==> src/rtl/blk_lock_pkg.sv <==
package blk_lock_pkg;

    typedef enum logic [2:0] {
        BLK_TIGHT  = 3'b001,
        BLK_LOCKED = 3'b010,
        BLK_OPEN   = 3'b100
    } blk_state_e;

    localparam logic [7:0] OP_OPEN_RANGE  = 8'h23;
    localparam logic [7:0] OP_OPEN_ALL    = 8'h27;
    localparam logic [7:0] OP_LOCK_RANGE  = 8'h2A;
    localparam logic [7:0] OP_TIGHT_RANGE = 8'h2C;

    typedef enum logic [1:0] {
        SW_OPEN,
        SW_LOCK,
        SW_TIGHT
    } sweep_op_e;

endpackage

==> src/rtl/blk_lock_range.sv <==
module blk_lock_range #(
    parameter int IDXW   = 6,
    parameter int DATA_W = 16
) (
    input  logic              clk,
    input  logic              rst_n,
    input  logic              start_we_i,
    input  logic              end_we_i,
    input  logic [DATA_W-1:0] wdata_i,
    output logic [IDXW-1:0]   start_o,
    output logic [IDXW-1:0]   end_o
);

    typedef struct packed {
        logic [IDXW-1:0] first;
        logic [IDXW-1:0] last;
    } rng_t;

    rng_t rng_d, rng_q;

    always_comb begin
        rng_d = rng_q;
        if (end_we_i) begin
            rng_d.last = wdata_i[IDXW-1:0];
        end
        // a start write also seeds the end so a single write selects one block
        if (start_we_i) begin
            rng_d.first = wdata_i[IDXW-1:0];
            rng_d.last  = wdata_i[IDXW-1:0];
        end
    end

    always_ff @(posedge clk or negedge rst_n) begin
        if (!rst_n) begin
            rng_q <= '0;
        end else begin
            rng_q <= rng_d;
        end
    end

    assign start_o = rng_q.first;
    assign end_o   = rng_q.last;

endmodule

==> src/rtl/blk_lock_array.sv <==
module blk_lock_array
    import blk_lock_pkg::*;
#(
    parameter int NUM_BLOCKS = 64,
    parameter int IDXW       = 6
) (
    input  logic            clk,
    input  logic            rst_n,
    input  logic            wr_en_i,
    input  logic [IDXW-1:0] wr_idx_i,
    input  logic [2:0]      wr_state_i,
    input  logic [IDXW-1:0] rd_idx_i,
    output logic [2:0]      rd_state_o,
    input  logic [IDXW-1:0] q_idx_i,
    output logic [2:0]      q_state_o
);

    localparam logic [IDXW:0] NB = (IDXW+1)'(NUM_BLOCKS);

    logic [2:0] blk_d [NUM_BLOCKS];
    logic [2:0] blk_q [NUM_BLOCKS];

    for (genvar g = 0; g < NUM_BLOCKS; g++) begin : g_blk
        always_comb begin
            blk_d[g] = blk_q[g];
            if (wr_en_i && (wr_idx_i == IDXW'(g))) begin
                blk_d[g] = wr_state_i;
            end
        end

        always_ff @(posedge clk or negedge rst_n) begin
            if (!rst_n) begin
                blk_q[g] <= BLK_LOCKED;
            end else begin
                blk_q[g] <= blk_d[g];
            end
        end
    end

    // indices past the array read as locked so the sweep never sees X
    always_comb begin
        rd_state_o = BLK_LOCKED;
        if ({1'b0, rd_idx_i} < NB) begin
            rd_state_o = blk_q[rd_idx_i];
        end
        q_state_o = BLK_LOCKED;
        if ({1'b0, q_idx_i} < NB) begin
            q_state_o = blk_q[q_idx_i];
        end
    end

endmodule

==> src/rtl/blk_lock_seq.sv <==
module blk_lock_seq
    import blk_lock_pkg::*;
#(
    parameter int NUM_BLOCKS = 64,
    parameter int IDXW       = 6,
    parameter int DATA_W     = 16
) (
    input  logic              clk,
    input  logic              rst_n,
    input  logic              cmd_valid_i,
    input  logic [7:0]        cmd_code_i,
    input  logic [IDXW-1:0]   rng_start_i,
    input  logic [IDXW-1:0]   rng_end_i,
    input  logic [2:0]        cur_state_i,
    output logic [IDXW-1:0]   rd_idx_o,
    output logic              wr_en_o,
    output logic [IDXW-1:0]   wr_idx_o,
    output logic [2:0]        wr_state_o,
    output logic              busy_o,
    output logic              done_o,
    output logic              err_o,
    output logic [DATA_W-1:0] wp_status_o
);

    localparam logic [IDXW:0] NB       = (IDXW+1)'(NUM_BLOCKS);
    localparam logic [IDXW:0] LAST_BLK = (IDXW+1)'(NUM_BLOCKS - 1);

    typedef struct packed {
        logic              active;
        sweep_op_e         op;
        logic [IDXW:0]     idx;
        logic [IDXW:0]     last;
        logic              done;
        logic              err;
        logic [DATA_W-1:0] wp;
    } seq_t;

    seq_t seq_d, seq_q;

    always_comb begin
        seq_d      = seq_q;
        seq_d.done = 1'b0;
        seq_d.err  = 1'b0;
        wr_en_o    = 1'b0;
        wr_state_o = BLK_LOCKED;

        if (!seq_q.active) begin
            if (cmd_valid_i) begin
                case (cmd_code_i)
                    OP_OPEN_RANGE: begin
                        seq_d.active = 1'b1;
                        seq_d.op     = SW_OPEN;
                        seq_d.idx    = {1'b0, rng_start_i};
                        seq_d.last   = {1'b0, rng_end_i};
                    end
                    OP_LOCK_RANGE: begin
                        seq_d.active = 1'b1;
                        seq_d.op     = SW_LOCK;
                        seq_d.idx    = {1'b0, rng_start_i};
                        seq_d.last   = {1'b0, rng_end_i};
                    end
                    OP_TIGHT_RANGE: begin
                        seq_d.active = 1'b1;
                        seq_d.op     = SW_TIGHT;
                        seq_d.idx    = {1'b0, rng_start_i};
                        seq_d.last   = {1'b0, rng_end_i};
                    end
                    OP_OPEN_ALL: begin
                        seq_d.active = 1'b1;
                        seq_d.op     = SW_OPEN;
                        seq_d.idx    = '0;
                        seq_d.last   = LAST_BLK;
                    end
                    default: ;
                endcase
            end
        end else if (seq_q.idx > seq_q.last) begin
            seq_d.active = 1'b0;
            seq_d.done   = 1'b1;
        end else if (seq_q.idx >= NB) begin
            seq_d.active = 1'b0;
            seq_d.done   = 1'b1;
            seq_d.err    = 1'b1;
        end else begin
            case (seq_q.op)
                SW_TIGHT: begin
                    if (cur_state_i != BLK_OPEN) begin
                        wr_en_o    = 1'b1;
                        wr_state_o = BLK_TIGHT;
                    end
                    seq_d.idx = seq_q.idx + 1'b1;
                end
                default: begin
                    if (cur_state_i == BLK_TIGHT) begin
                        seq_d.active = 1'b0;
                        seq_d.done   = 1'b1;
                    end else begin
                        wr_en_o    = 1'b1;
                        wr_state_o = (seq_q.op == SW_LOCK) ? BLK_LOCKED : BLK_OPEN;
                        seq_d.idx  = seq_q.idx + 1'b1;
                    end
                end
            endcase
            if (wr_en_o) begin
                seq_d.wp = {{(DATA_W-3){1'b0}}, wr_state_o};
            end
        end
    end

    always_ff @(posedge clk or negedge rst_n) begin
        if (!rst_n) begin
            seq_q        <= '0;
            seq_q.op     <= SW_OPEN;
            seq_q.wp     <= DATA_W'(BLK_LOCKED);
        end else begin
            seq_q <= seq_d;
        end
    end

    assign rd_idx_o    = seq_q.idx[IDXW-1:0];
    assign wr_idx_o    = seq_q.idx[IDXW-1:0];
    assign busy_o      = seq_q.active;
    assign done_o      = seq_q.done;
    assign err_o       = seq_q.err;
    assign wp_status_o = seq_q.wp;

endmodule

==> src/rtl/blk_lock_ctrl.sv <==
module blk_lock_ctrl #(
    parameter  int NUM_BLOCKS = 64,
    parameter  int DATA_W     = 16,
    localparam int IDXW       = $clog2(NUM_BLOCKS)
) (
    input  logic              clk,
    input  logic              rst_n,
    input  logic              cmd_valid_i,
    input  logic [7:0]        cmd_code_i,
    input  logic              rng_start_we_i,
    input  logic              rng_end_we_i,
    input  logic [DATA_W-1:0] rng_wdata_i,
    output logic [IDXW-1:0]   rng_start_o,
    output logic [IDXW-1:0]   rng_end_o,
    output logic [DATA_W-1:0] wp_status_o,
    output logic              busy_o,
    output logic              done_o,
    output logic              err_o,
    input  logic [IDXW-1:0]   q_idx_i,
    output logic [2:0]        q_state_o
);

    logic [IDXW-1:0] rd_idx;
    logic [2:0]      rd_state;
    logic            wr_en;
    logic [IDXW-1:0] wr_idx;
    logic [2:0]      wr_state;

    blk_lock_range #(
        .IDXW   (IDXW),
        .DATA_W (DATA_W)
    ) u_range (
        .clk        (clk),
        .rst_n      (rst_n),
        .start_we_i (rng_start_we_i),
        .end_we_i   (rng_end_we_i),
        .wdata_i    (rng_wdata_i),
        .start_o    (rng_start_o),
        .end_o      (rng_end_o)
    );

    blk_lock_array #(
        .NUM_BLOCKS (NUM_BLOCKS),
        .IDXW       (IDXW)
    ) u_array (
        .clk        (clk),
        .rst_n      (rst_n),
        .wr_en_i    (wr_en),
        .wr_idx_i   (wr_idx),
        .wr_state_i (wr_state),
        .rd_idx_i   (rd_idx),
        .rd_state_o (rd_state),
        .q_idx_i    (q_idx_i),
        .q_state_o  (q_state_o)
    );

    blk_lock_seq #(
        .NUM_BLOCKS (NUM_BLOCKS),
        .IDXW       (IDXW),
        .DATA_W     (DATA_W)
    ) u_seq (
        .clk         (clk),
        .rst_n       (rst_n),
        .cmd_valid_i (cmd_valid_i),
        .cmd_code_i  (cmd_code_i),
        .rng_start_i (rng_start_o),
        .rng_end_i   (rng_end_o),
        .cur_state_i (rd_state),
        .rd_idx_o    (rd_idx),
        .wr_en_o     (wr_en),
        .wr_idx_o    (wr_idx),
        .wr_state_o  (wr_state),
        .busy_o      (busy_o),
        .done_o      (done_o),
        .err_o       (err_o),
        .wp_status_o (wp_status_o)
    );

endmodule

==> config.mk <==
export PLATFORM = sky130hd
export DESIGN_NAME = blk_lock_ctrl
export DESIGN_NICKNAME = d
export VERILOG_FILES = /design/src/rtl/blk_lock_pkg.sv /design/src/rtl/blk_lock_range.sv /design/src/rtl/blk_lock_array.sv /design/src/rtl/blk_lock_seq.sv /design/src/rtl/blk_lock_ctrl.sv
export SDC_FILE = /design/constraint.sdc
export NUM_CORES = 1
export LEC_CHECK = 0
export CAP_MARGIN = 25
export CORE_ASPECT_RATIO = 1.2
export CORE_MARGIN = 2
export CORE_UTILIZATION = 40
export DETAILED_ROUTE_END_ITERATION = 8
export SYNTH_ARGS = -nofsm -noshare
export SYNTH_HDL_FRONTEND = slang
export SYNTH_HIERARCHICAL = 1
export SYNTH_SLANG_ARGS = --single-unit
==> constraint.sdc <==
create_clock -name clk -period 11.3 [get_ports clk]
set_clock_uncertainty 0.2 [all_clocks]
set_input_delay 2.26 -clock clk [delete_from_list [all_inputs] [get_ports clk]]
set_output_delay 2.26 -clock clk [all_outputs]
set_load 0.02 [all_outputs]
; After elaboration in Yosys (flattened, before gate mapping)
; Index checks and enable logic that the tools add are counted.
[op_classes]
n_eq_ne = 74
bitwise_logic = 5
add_sub_neg = 1
mux = 44
n_reduce_logical = 72
n_lt_le_gt_ge = 4
[op_table]
columns = cell, n
row1 = $eq A6 B6 Y1 const B, 32
row2 = $eq A6 B5 Y1 const B, 16
row3 = $pmux W17 S4, 1
row4 = $logic_and A1 B1 Y1, 64
row5 = $eq A6 B4 Y1 const B, 8
row6 = $bmux W3 S6, 2
row7 = $mux W3, 12
row8 = $mux W7, 5
row9 = $mux W17, 2
row10 = $eq A8 B6 Y1 const B, 4
row11 = $eq A6 B3 Y1 const B, 4
row12 = $ge A7 B7 Y1 const B, 3
row13 = $mux W1, 18
row14 = $mux W18, 1
row15 = $not A6 Y7, 2
row16 = $eq A6 B2 Y1 const B, 2
row17 = $mux W6, 2
row18 = $add A7 B1 Y7 const B, 1
row19 = $gt A7 B7 Y1, 1
row20 = $eq A6 B1 Y1 const B, 1
row21 = $logic_not A6 Y1, 1
row22 = $ne A3 B3 Y1 const B, 2
row23 = $reduce_and A5 Y1, 1
row24 = $reduce_bool A5 Y1, 1
row25 = 10 further kinds, 14
[word_totals]
ff_bits = 226
input_bits = 35
word_cells = 273
output_inout_bits = 34

; Logic depth before layout (Yosys ltp)
[depth]
depth_word = 14
ltp_mapped = 16
depth_no_buf = 13

; Cells and area by module
; Netlist, hierarchy kept.
[by_module_without_submodules]
columns = mod, cells_per_inst, area_per_inst_um2, seq_area_each_um2, n_inst
row1 = blk_lock_array, 754, 10706.5, 4884.7, 1
row2 = blk_lock_seq, 149, 1525.2, 526.8, 1
row3 = blk_lock_range, 26, 489.2, 300.3, 1

; Least setup slack after synthesis
; Ideal clock, no wire load.
[synth_timing]
path_kind = input-to-output
from = in q_idx_i[0]
to = out q_state_o[2]
cell_stages = 6
n_path_buf = 2
arrival_ps = 3743
required_time_ps = 8840
slack_ps = 5097
path_cell_list = buf_4 -> buf_4 -> mux4_2 -> or3_1 -> nand4_1 -> o22ai_1
[synth_via]
elab_chain_cells = 4
[synth_rtl]
columns = item, line
row1 = "start, declared", blk_lock_ctrl.sv:19  ; input logic [IDXW-1:0] q_idx_i,
row2 = $not A6 Y7 (implied by the code), blk_lock_array.sv:48  ; q_state_o = blk_q[q_idx_i];
row3 = $bmux W3 S6, blk_lock_array.sv:48
row4 = $mux W3 (implied by the code) (2 in series), blk_lock_array.sv:48
row5 = "end, declared", blk_lock_ctrl.sv:20  ; output logic [2:0] q_state_o
; No other way between the ends. The select of a mux whose other input is x is not followed.

; Worst setup path after layout
[layout_timing]
from = in q_idx_i[0]
to = out q_state_o[1]
; The elaborated chain is that of the path after synthesis.

==> out/qor.yml <==
global_route:
  grt_pass1_wl_mm: 49.6
  grt-ovfl-total: 0
  grtUsageMet1: 0.259
  grt_busiest_layer: "met2"
  use_met3: 0.0228
  grt_use_met2: 0.336
  grt_util_all_layers: 0.194
  antenna_found_initial: 0
  grt_max_degree: 125
  grt_pass1_vias: 8245
logic_synthesis:
  synth_area_per_cell_sq_um: 13.7
  synth-edff-count: 0
  synth_flop_cell: "dfrtp_1"
  ys_types: 62
  ys_seq_area_frac: 0.449
  yosys_warnings: 6
  synth_area_sq_mm: 0.0127
  synthesis.instances: 929
  async_reset_ff_frac: 1.00
  yosys-top-cells-area: "dfrtp_1, mux2_2, mux4_2, dfstp_2, buf_4"
  ys_ff_latch: 225
  synth_top_area_frac: 0.315
  yosysTopAreaCell: "dfrtp_1"
power_and_ir_drop:
  p_total_mw: 1.86
  p_leak_nw: 6.03
  powerDensity_mw_per_mm2: 130
  vdd_drop_max_mv: 0.115
placed_design:
  dpl_worst_slack_ps: 3450
  dp_cells: 1316
  port_buffers: 45
  place.gp.congestion: 0.783
  place_hpwl_mm: 20.8
floorplan:
  die-area_sq_mm: 0.0333
  die_h_um: 199
  rows: 71
  ios: 69
  core_area_sq_mm: 0.0314
  initial_core_util: 0.406
  fp.dieW_um: 167
clock_tree:
  postCtsSetupBuffers: 0
  cts_resized: 0
  clk_latency_ps: 530
  cts.path.max_buffers: 3
  h-tree-depth: 1
  cts_buffers: 26
  clock-sinks: 225
  cts.reportedPaths.clkPinSlew_ps: 60
  cts_tree: "yes"
  holdBufCountCts: 0
  cts-root-buf: "clkbuf_16"
worst_setup_path:
  critPathRequiredTime_ps: 8840
  worstSetupStartpointType: "primary input"
  crit_fanout: 24
  end_kind: "output port"
  crit_type: "primary input to output port"
  critPathArrivalTime_ps: 5360
finish:
  diodes: 0
  drive_gt1_frac: 0.483
  fin_cells: 1365
  area_growth_pct: 12.6
  nNetsFinal: 987
detailed_routing:
  wl_per_cell_um: 23.3
  via_count: 8008
  dr.first_iter.drc_count: 693
  drt_pass1_iterations: 6
  via_per_inst: 5.87
  drcViolationCount: 0
  ant_nets: 0
  wirelength_mm: 31.8
sta:
  slew_violations: 0
  clock.fmax_mhz: 128
  relSlewSlack: 0.304
  worst_slack_ps: 3480
  period_needed_ps: 7820
  tns_ps: 0
  rsz0062_at_grt: "false"
  finalHoldViolations: 0
  fin_crit_sh: 0.692
  setup_viol: 0
  worst_pin_slew_ps: 1040
  whs_ps: 318
job:
  cap_viol_max_count: 0
run_status:
  status: "finished, final reports clean"
min_path:
  hold_path.class: "register to register"
[critical path: stages]
cell,delay [ps]
buf_4,390
buf_4,570
mux4_2,580
nor2b_1,150
a2111oi_2,430
nor3_1,100
a22o_1,260
clkdlybuf4s50_1,560
[logic make-up (layout without fill, tap and decap cells)]
kind of cell             Yosys count  count (layout)  synth area share
other                              1              14          0.000295
buffers and inverters            101             123            0.0437
flip-flops                       225             225             0.449
adder cells (fa/ha/maj)            8               8           0.00787
XOR/XNOR                           4               4           0.00275
multiplexers                     319             319             0.370
AND/OR/NAND/NOR                  184             184            0.0729
AO/OA/AOI/OAI                     87              87            0.0540
[path summary, 6_finish.rpt]
check	from	endpoint	slack [ps]	cells after the start
setup reg to reg	u_seq/rd_idx_o[0]$_DFFE_PN0P_	u_array/blk_q[66]$_DFFE_PN0P_	5230	14
hold reg to reg	u_seq/seq_q[23]$_DFFE_PN0P_	u_seq/seq_q[23]$_DFFE_PN0P_	320	1
max in group asynchronous	rst_n	u_array/blk_q[189]$_DFFE_PN0P_	7280	3
min in group asynchronous	rst_n	u_range/start_o[2]$_DFFE_PN0P_	1650	1
setup / recovery	q_idx_i[0]	q_state_o[1]	3480	8
hold / removal	u_seq/seq_q[23]$_DFFE_PN0P_	u_seq/seq_q[23]$_DFFE_PN0P_	320	1
[state kept, by name (all words and copies together), names as in the netlist]
name               count
u_seq/seq_q            9
u_seq/done_o           1
u_range/start_o        6
u_range/end_o          6
u_seq/rd_idx_o         6
u_seq/busy_o           1
u_seq/wp_status_o      3
u_seq/err_o            1
u_array/blk_q        192
[metal layers]
metal  part of all wire  up-vias
met5                  0        -
li1                   -     3531
met1               0.43     4158
met3              0.051       54
met2               0.50      265
met4              0.025        0
[power breakdown]
| group | internal (mW) | leakage, nW | switching, mW | total [mW] |
|---|---|---|---|---|
| Clock | 0.569 | 0.461 | 0.340 | 0.909 |
| Combinational | 0.0524 | 2.70 | 0.0728 | 0.125 |
| Sequential | 0.819 | 2.86 | 0.00950 | 0.829 |
[cells in the final DEF, fill, tap and decap left out, drive strengths merged, types with 15 or more instances in the layout]
| cell type | n |
|---|---|
| nand3 | 20 |
| nor2 | 36 |
| mux2 | 213 |
| nand2 | 60 |
| dfstp | 65 |
| nor2b | 15 |
| dfrtp | 160 |
| clkbuf | 34 |
| clkdlybuf4s50 | 42 |
| mux4 | 95 |
| buf | 21 |
[final cells by class]
class | count | area [sq um]
Timing Repair Buffer | 63 | 593
Inverter | 12 | 45.0
Multi-Input combinational cell | 616 | 6530
Clock buffer | 34 | 732
Clock inverter | 14 | 201
Fill cell | 2817 | 17000
Tap cell | 401 | 502
Sequential cell | 225 | 5720
[synth_stat cells, types with 8 or more instances]
cell and count:
nor3_1 12, dfrtp_1 160, buf_4 35, clkbuf_1 40
nand2b_1 12, o221ai_1 10, mux2_4 11, mux4_2 92
a22o_1 10, o22ai_1 13, nor2_1 35, nand2_1 59
nand3_1 20, mux2_2 202, mux2i_1 11, ha_1 8
inv_1 12, a21oi_1 10, dfstp_2 65, nor2b_1 14
[per-stage QoR]
step | util | cell area [sq um]
2_1_floorplan | - | 12800
3_3_place_gp | 0.426 | 13400
3_5_place_dp | 0.426 | 13400
4_1_cts | 0.456 | 14300
5_1_grt | 0.457 | 14300
6_report | 0.457 | 14300
Power figures use the tool's default switching activity.
